<file path="src/rtl/ctc_pkg.sv">
package ctc_pkg;
  localparam int CNT_W = 16;
  localparam int DIV_W = 10;

  typedef enum logic [2:0] {
    SEL_OFF   = 3'd0,
    SEL_D1    = 3'd1,
    SEL_D8    = 3'd2,
    SEL_D64   = 3'd3,
    SEL_D256  = 3'd4,
    SEL_D1024 = 3'd5
  } rate_sel_e;

  localparam logic [1:0] MODE_TOGGLE = 2'd1;

  // number of divider low bits that must be all ones for an advance
  function automatic int rate_shift(logic [2:0] sel);
    case (sel)
      SEL_D8:    return 3;
      SEL_D64:   return 6;
      SEL_D256:  return 8;
      SEL_D1024: return 10;
      default:   return 0;
    endcase
  endfunction
endpackage

</file>
<file path="src/rtl/ctc_prescaler.sv">
module ctc_prescaler
  import ctc_pkg::*;
#(
  parameter int DW = DIV_W
) (
  input  logic       clk_i,
  input  logic       rst_ni,
  input  logic [2:0] sel_i,
  output logic       tick_o
);
  logic [DW-1:0] div_q;
  logic [DW-1:0] mask;
  logic          run;

  always_ff @(posedge clk_i or negedge rst_ni) begin
    if (!rst_ni) div_q <= '0;
    else         div_q <= div_q + 1'b1;
  end

  assign run    = (sel_i >= 3'(SEL_D1)) && (sel_i <= 3'(SEL_D1024));
  assign mask   = ~({DW{1'b1}} << rate_shift(sel_i));
  assign tick_o = run && ((div_q & mask) == mask);

  // a full /1024 advance only on the all-ones divider value
  p_div_1024_r1: assert property (@(posedge clk_i) disable iff (!rst_ni)
    (tick_o && sel_i == 3'(SEL_D1024)) |-> (div_q == {DW{1'b1}}));
endmodule

</file>
<file path="src/rtl/ctc_counter.sv">
module ctc_counter
  import ctc_pkg::*;
#(
  parameter int CW = CNT_W
) (
  input  logic          clk_i,
  input  logic          rst_ni,
  input  logic          tick_i,
  input  logic          cmp_we_i,
  input  logic [CW-1:0] cmp_wdata_i,
  input  logic          match_clr_i,
  input  logic          ovf_clr_i,
  output logic          match_o,
  output logic          match_flag_o,
  output logic          ovf_flag_o
);
  logic [CW-1:0] cnt_q, cmp_q;
  logic          wrap;

  assign match_o = tick_i && (cnt_q == cmp_q);
  assign wrap    = tick_i && (cnt_q == {CW{1'b1}});

  always_ff @(posedge clk_i or negedge rst_ni) begin
    if (!rst_ni) begin
      cnt_q <= '0;
      cmp_q <= '0;
    end else begin
      if (match_o)     cnt_q <= '0;
      else if (tick_i) cnt_q <= cnt_q + 1'b1;
      if (cmp_we_i)    cmp_q <= cmp_wdata_i;  // live register, no shadow
    end
  end

  // sticky flags: set beats clear
  always_ff @(posedge clk_i or negedge rst_ni) begin
    if (!rst_ni) begin
      match_flag_o <= 1'b0;
      ovf_flag_o   <= 1'b0;
    end else begin
      if (match_o)          match_flag_o <= 1'b1;
      else if (match_clr_i) match_flag_o <= 1'b0;
      if (wrap)             ovf_flag_o   <= 1'b1;
      else if (ovf_clr_i)   ovf_flag_o   <= 1'b0;
    end
  end

  p_clear_on_match_r2: assert property (@(posedge clk_i) disable iff (!rst_ni)
    match_o |=> (cnt_q == '0));
  p_hold_no_tick_r1: assert property (@(posedge clk_i) disable iff (!rst_ni)
    !tick_i |=> $stable(cnt_q));
  p_wrap_sets_ovf_r7: assert property (@(posedge clk_i) disable iff (!rst_ni)
    wrap |=> (ovf_flag_o && cnt_q == '0));
  p_match_set_wins_r6: assert property (@(posedge clk_i) disable iff (!rst_ni)
    (match_o && match_clr_i) |=> match_flag_o);
  // a count beyond the compare value can only go up or wrap, never clear early
  p_no_early_clear_r3: assert property (@(posedge clk_i) disable iff (!rst_ni)
    (tick_i && cnt_q > cmp_q && cnt_q != {CW{1'b1}}) |=> (cnt_q == $past(cnt_q) + 1'b1));
endmodule

</file>
<file path="src/rtl/ctc_wave.sv">
module ctc_wave
  import ctc_pkg::*;
(
  input  logic       clk_i,
  input  logic       rst_ni,
  input  logic       match_i,
  input  logic [1:0] mode_i,
  input  logic       oe_i,
  output logic       pin_o
);
  logic wave_q;
  logic toggle_en;

  assign toggle_en = (mode_i == MODE_TOGGLE);

  always_ff @(posedge clk_i or negedge rst_ni) begin
    if (!rst_ni)                   wave_q <= 1'b0;
    else if (match_i && toggle_en) wave_q <= ~wave_q;
  end

  assign pin_o = oe_i && toggle_en && wave_q;

  p_toggle_on_match_r4: assert property (@(posedge clk_i) disable iff (!rst_ni)
    (match_i && toggle_en) |=> (wave_q != $past(wave_q)));
  p_hold_other_mode_r4: assert property (@(posedge clk_i) disable iff (!rst_ni)
    !toggle_en |=> $stable(wave_q));
endmodule

</file>
<file path="src/rtl/ctc_timer.sv">
module ctc_timer
  import ctc_pkg::*;
(
  input  logic             clk_i,
  input  logic             rst_ni,
  input  logic [2:0]       clk_sel_i,
  input  logic             cmp_we_i,
  input  logic [CNT_W-1:0] cmp_wdata_i,
  input  logic [1:0]       out_mode_i,
  input  logic             pin_oe_i,
  input  logic             match_clr_i,
  input  logic             ovf_clr_i,
  output logic             wave_o,
  output logic             match_flag_o,
  output logic             ovf_flag_o
);
  logic tick, match;

  ctc_prescaler #(.DW(DIV_W)) u_pre (
    .clk_i (clk_i),
    .rst_ni(rst_ni),
    .sel_i (clk_sel_i),
    .tick_o(tick)
  );

  ctc_counter #(.CW(CNT_W)) u_cnt (
    .clk_i       (clk_i),
    .rst_ni      (rst_ni),
    .tick_i      (tick),
    .cmp_we_i    (cmp_we_i),
    .cmp_wdata_i (cmp_wdata_i),
    .match_clr_i (match_clr_i),
    .ovf_clr_i   (ovf_clr_i),
    .match_o     (match),
    .match_flag_o(match_flag_o),
    .ovf_flag_o  (ovf_flag_o)
  );

  ctc_wave u_wave (
    .clk_i  (clk_i),
    .rst_ni (rst_ni),
    .match_i(match),
    .mode_i (out_mode_i),
    .oe_i   (pin_oe_i),
    .pin_o  (wave_o)
  );

  p_pin_gated_r5: assert property (@(posedge clk_i) disable iff (!rst_ni)
    (!pin_oe_i || out_mode_i != MODE_TOGGLE) |-> !wave_o);
  p_halt_no_tick_r1: assert property (@(posedge clk_i) disable iff (!rst_ni)
    (clk_sel_i == 3'(SEL_OFF) || clk_sel_i > 3'(SEL_D1024)) |-> !tick);
  p_match_flag_r6: assert property (@(posedge clk_i) disable iff (!rst_ni)
    match |=> match_flag_o);
endmodule

</file>
<file path="config.mk">
export PLATFORM = sky130hd
export DESIGN_NAME = ctc_timer
export DESIGN_NICKNAME = d
export VERILOG_FILES = /design/src/rtl/ctc_pkg.sv /design/src/rtl/ctc_prescaler.sv /design/src/rtl/ctc_counter.sv /design/src/rtl/ctc_wave.sv /design/src/rtl/ctc_timer.sv
export SDC_FILE = /design/constraint.sdc
export NUM_CORES = 1
export LEC_CHECK = 0
export BUFFER_PORTS_ARGS = -buffer_cell sky130_fd_sc_hd__buf_2
export CAP_MARGIN = 20
export CORE_MARGIN = 4
export CORE_UTILIZATION = 35
export DETAILED_ROUTE_END_ITERATION = 12
export SYNTH_ARGS = -nofsm -noshare
export SYNTH_HDL_FRONTEND = slang
export SYNTH_SLANG_ARGS = --single-unit
</file>
<file path="constraint.sdc">
create_clock -name clk_i -period 5.08 [get_ports clk_i]
set_clock_uncertainty 0.15 [all_clocks]
set_input_delay 0.508 -clock clk_i [delete_from_list [all_inputs] [get_ports clk_i]]
set_output_delay 0.508 -clock clk_i [all_outputs]
set_load 0.1 [all_outputs]
</file>
# Yosys cells after proc, flatten, opt, wreduce, memory -nomap -nowiden
# Cells that the tools add are included.
[word_totals]
register_bits = 45
latch_bits = 0
mem_bits_rw = 0
mem_bits_ro = 0
inputBits = 27
out_inout_bits = 3
wordCells = 39
n_memories = 0
[classes]
n_addsub = 2
multipliers = 0
n_div = 0
magnitude_cmp = 2
n_eq_ne = 8
n_shift = 1
n_mux = 7
bitwise_logic = 3
reduce_logical = 10
[ops]
columns = ["cell", "count"]
rows = [
  ["$mux 16", 2],
  ["$add 16x1->16 const B", 1],
  ["$eq 16x16->1", 1],
  ["$eq 16x16->1 const B", 1],
  ["$pmux 4 s4", 1],
  ["$add 10x1->10 const B", 1],
  ["$and 10x10->10", 1],
  ["$eq 10x10->1", 1],
  ["$not 10->10", 1],
  ["$shl 10x4->10 const A", 1],
  ["$logic_and 1x1->1", 7],
  ["$eq 3x2->1 const B", 2],
  ["$eq 3x3->1 const B", 2],
  ["$reduce_bool 2->1", 3],
  ["$mux 1", 4],
  ["$ge 3x1->1 const B", 1],
  ["$le 3x3->1 const B", 1],
  ["$eq 2x1->1 const B", 1],
  ["$not 1->1", 1],
]

# Longest topological paths before layout
[logic_depth]
word_depth = 9
mapped_depth = 6
depth_no_buf = 5

# Hierarchy
# From an unflattened synthesis, not the netlist that was laid out.
[hier_totals]
hier_cells = 184
area_unflattened_um2 = 2172.1
[by_module_without_submodules]
columns = ["module", "n_inst", "cells_per_inst", "area_per_inst_um2", "seq_area_each_um2"]
rows = [
  ["ctc_counter", 1, 141, 1644.1, 850.8],
  ["ctc_prescaler", 1, 39, 456.7, 250.2],
  ["ctc_wave", 1, 4, 71.3, 25.0],
]

# Worst setup path before layout
# No wires, ideal clock.
[synth_path]
path_kind = "in2out"
start = "in out_mode_i[1]"
end = "out wave_o"
t_arrival_ns = 2.606
t_required_ns = 4.422
path_slack_ns = 1.816
cell_stages = 1
path_buffers = 0
cell_sequence = "nor3_1"
[synth_via]
elab_chain_len = 3
[synth_lines]
columns = ["element", "line_no", "text"]
rows = [
  ["from (decl)", "ctc_timer.sv:9", "input logic [1:0] out_mode_i,"],
  ["$eq 2x1->1", "ctc_wave.sv:14", "assign toggle_en = (mode_i == MODE_TOGGLE);"],
  ["$logic_and 1x1->1 (2 in a row)", "ctc_wave.sv:21", "assign pin_o = oe_i && toggle_en && wave_q;"],
  ["to (decl)", "ctc_timer.sv:13", "output logic wave_o,"],
]
# No other way between the ends.

# Worst setup path in the final report
[layout_path]
start = "reg u_pre.div_q[2]"
end = "reg u_cnt.cnt_q[7]"
[layout_via]
elab_chain_len = 5
word_cells_on_any_way = 6
cone_classes = "1 x eq/ne; 1 x mux; 1 x bitwise; 3 x reduce/logical"
[layout_lines]
columns = ["element", "line_no", "text"]
rows = [
  ["from (decl)", "ctc_prescaler.sv:11", "logic [DW-1:0] div_q;"],
  ["from (signal assigned)", "ctc_prescaler.sv:17", "else div_q <= div_q + 1'b1;"],
  ["$and 10x10->10 *", "ctc_prescaler.sv:22", "assign tick_o = run && ((div_q & mask) == mask);"],
  ["$eq 10x10->1 *", "ctc_prescaler.sv:22", ""],
  ["$logic_and 1x1->1 *", "ctc_prescaler.sv:22", ""],
  ["$logic_and 1x1->1", "ctc_counter.sv:20", "assign match_o = tick_i && (cnt_q == cmp_q);"],
  ["$mux 16 or $reduce_bool 2->1 (tied branches)", "-", ""],
  ["to (signal assigned)", "ctc_counter.sv:29", "else if (tick_i) cnt_q <= cnt_q + 1'b1;"],
  ["to (decl)", "ctc_counter.sv:17", "logic [CW-1:0] cnt_q, cmp_q;"],
]
# Every way passes the cells marked *; elsewhere a longest branch is shown, timed or not.
# A chain may end at the register's enable or synchronous reset.

==> impl_metrics.yaml <==
outcome:
  outcome: "complete, no violations"
pwr:
  pwr-share-seq: 0.521
  clkPwrFrac: 0.350
  power_switching_mw: 0.207
  fin_total_pwr_mw: 0.807
  power.internal_mw: 0.600
  leakage_nw: 1.13
  swShare: 0.256
  irDropWorstVdd_uv: 149
  cellPowerDensity_mw_per_mm2: 316
  comb_power_share: 0.129
logic_synthesis:
  syn_avg_cell_area_um2: 11.1
  yosysWarnings: 0
  ys_types: 33
  synth.net_count: 225
  async_flop_share: 1.00
  synth_ff_type: "dfrtp_1"
  ys_ff_latch: 45
  synth_edf_count: 0
  synth_cells: 196
  ys_top_cells_by_area: "dfrtp_1 (52%), mux2_2 (8.3%), xor2_1 (7.6%)"
  ys_seq_area_frac: 0.517
  syn_area_mm2: 0.00218
  yosysTopAreaCell: "dfrtp_1"
  synth_top_cell_area_share: 0.517
clock_network:
  ctsLongestPathBuffers: 2
  cts_root_buffer: "clkbuf_8"
  post_cts_resized: 0
  clk_pin_slew_ns: 0.09
  htreeDepth: 2
  cts_sinks: 45
  cts_inserted_buffers: 5
  worst_skew_pair.late_latency_ns: 0.30
  tritoncts: "yes"
sta:
  finalSetupViolCount: 0
  holdWs_ns: 0.252
  rsz0062_at_grt: "no"
  period_share: 0.472
  max_slew.worst_pin.slew_ns: 0.689
  slew-limit-headroom: 0.541
  slew_viol_final: 0
  min_period_ns: 2.40
  max_freq_mhz: 417
  finalHoldViolations: 0
  timing.setup.tns_ns: 0
floorplanning:
  dieArea_mm2: 0.00755
  ioPinCount: 30
  dieHeight_um: 86.9
  core_mm2: 0.00599
  rows: 28
  dieWidth_um: 86.9
  start_util: 0.364
critical_path:
  required_ns: 5.09
  end_kind: "flip-flop"
  critPathLaunchType: "flip-flop"
  crit_chain: "nand3_2, a21oi_1, o21ai_2, nor2_1, nor2b_1"
  crit_path_top_delay_cell: "nor2_1"
  critPathMaxFanout: 18
  crit-reg2reg-launch: "u_pre.div_q[2]"
  r2r_slack_ns: 2.68
  critPathKind: "flip-flop to flip-flop"
  r2r-end: "u_cnt.cnt_q[7]"
  cpPeakStageDelay_ns: 0.60
  r2r_cells: 5
  arrival_ns: 2.41
routing:
  detail-route-antenna-nets: 0
  routedWlPerCell_um: 13.8
  viasPerCell: 5.03
  drt_iter0_markers: 74
  routed_wl_um: 4240
  drt_first_pass_iters: 4
  vias: 1538
  drc: 0
min_path:
  hold_end: "u_cnt.match_flag_o"
  hp-class: "primary input to flip-flop"
  hold_depth: 2
  min-delay-start: "match_clr_i"
final_layout:
  final_nets: 259
  n_fill_cell: 594
  final_util: 0.426
  area_growth_pct: 17.1
  drive_gt1_frac: 0.247
  final_cell_mix: "dfrtp_1 (45), buf_2 (29), xor2_1 (19)"
  diodes: 0
  layout_commonest_cell: "dfrtp_1"
  final_area_mm2: 0.00255
placement:
  port_buffers: 29
  gp_congestion: 0.748
  dpl_cell_area_mm2: 0.00240
  hpwl_um: 3130
global_routing:
  grt_antenna_before_repair: 0
  gr-total-overflow: 0
  grt_first_pass_wirelength_um: 7240
  grt_max_degree: 46
  grt_pass1_vias: 1479
  grtUsageTotal: 0.122
run:
  maxCapViolCount: 0
[layer usage]
metal  wire length [um]  share of wire  global-route usage
met3                175          0.041              0.0265
met1               2210           0.52               0.180
met5                  0              0                   0
met2               1800           0.43               0.179
met4                 48          0.011              0.0382
[worst max path at each step]
stage,from,endpoint,cells after the start
floorplan,out_mode_i[1],wave_o,1
global placement,u_cnt.cnt_q[10],u_cnt.cnt_q[8],5
detailed placement,clk_sel_i[0],u_cnt.cnt_q[8],6
CTS,u_pre.div_q[2],u_cnt.cnt_q[11],5
global route,u_pre.div_q[2],u_cnt.cnt_q[11],5
finish,u_pre.div_q[2],u_cnt.cnt_q[7],5
[synth_stat cells, types with 4 or more instances]
master,number
dfrtp_1,45
nor2_1,4
xnor2_1,10
and3_1,4
or3_1,5
mux2_2,16
nor3_1,4
nand2_1,11
xor2_1,19
inv_1,8
nor4_1,5
nand3_1,12
a21oi_1,9
o21ai_0,6
[metrics by stage]
step / setup slack [ns] / instances
2_1_floorplan: 1.82 / 196
3_5_place_dp: 2.67 / 296
6_report: 2.68 / 306
5_1_grt: 2.39 / 306
3_3_place_gp: 2.69 / 296
4_1_cts: 2.66 / 304
[state kept, by name (all words and copies together), names as in the netlist]
name	flops
u_wave.wave_q	1
u_cnt.cmp_q	16
u_cnt.cnt_q	16
u_cnt.ovf_flag_o	1
u_cnt.match_flag_o	1
u_pre.div_q	10
[timing repair]
action | 4_1_cts | 5_1_grt
endpoints found under the hold margin | 0 | 4
endpoints found under the setup margin | 0 | 0
buffers inserted | 0 | 0
hold buffers | 0 | 1
[area by class of cell]
cell class              instances  area (um^2)  share of cell area
repair buffers                 31          175              0.0687
inverters                       8         30.0              0.0118
multi-input cells             139         1010               0.394
clock buffers                   6         82.6              0.0324
well taps                      75         93.8              0.0368
flip-flops and latches         45         1130               0.441
clock inverters                 2         37.5              0.0147
[worst max-delay path: cells and delay by family, from the launching register on]
kind,cells,cell delay [ns]
AO/OA/AOI/OAI,2,0.76
flip-flops,1,0.46
AND/OR/NAND/NOR,3,0.88
[cells by family after synthesis]
group | count (synthesis) | synth area share
mux | 16 | 0.0827
xor+xnor | 29 | 0.117
flops | 45 | 0.517
compound gates | 32 | 0.0953
simple gates | 60 | 0.156
buf+inv | 12 | 0.0213
fa+ha+maj | 2 | 0.0115
[power by group through the flow]
stage               sequential (mW)  combinational, mW  clock [mW]
floorplan                     0.414             0.0807           0
global placement              0.427              0.103           0
detailed placement            0.428              0.104           0
CTS                           0.421              0.104       0.289
global route                  0.425              0.122       0.306
finish                        0.420              0.104       0.282
Power figures use the tool's default switching activity.
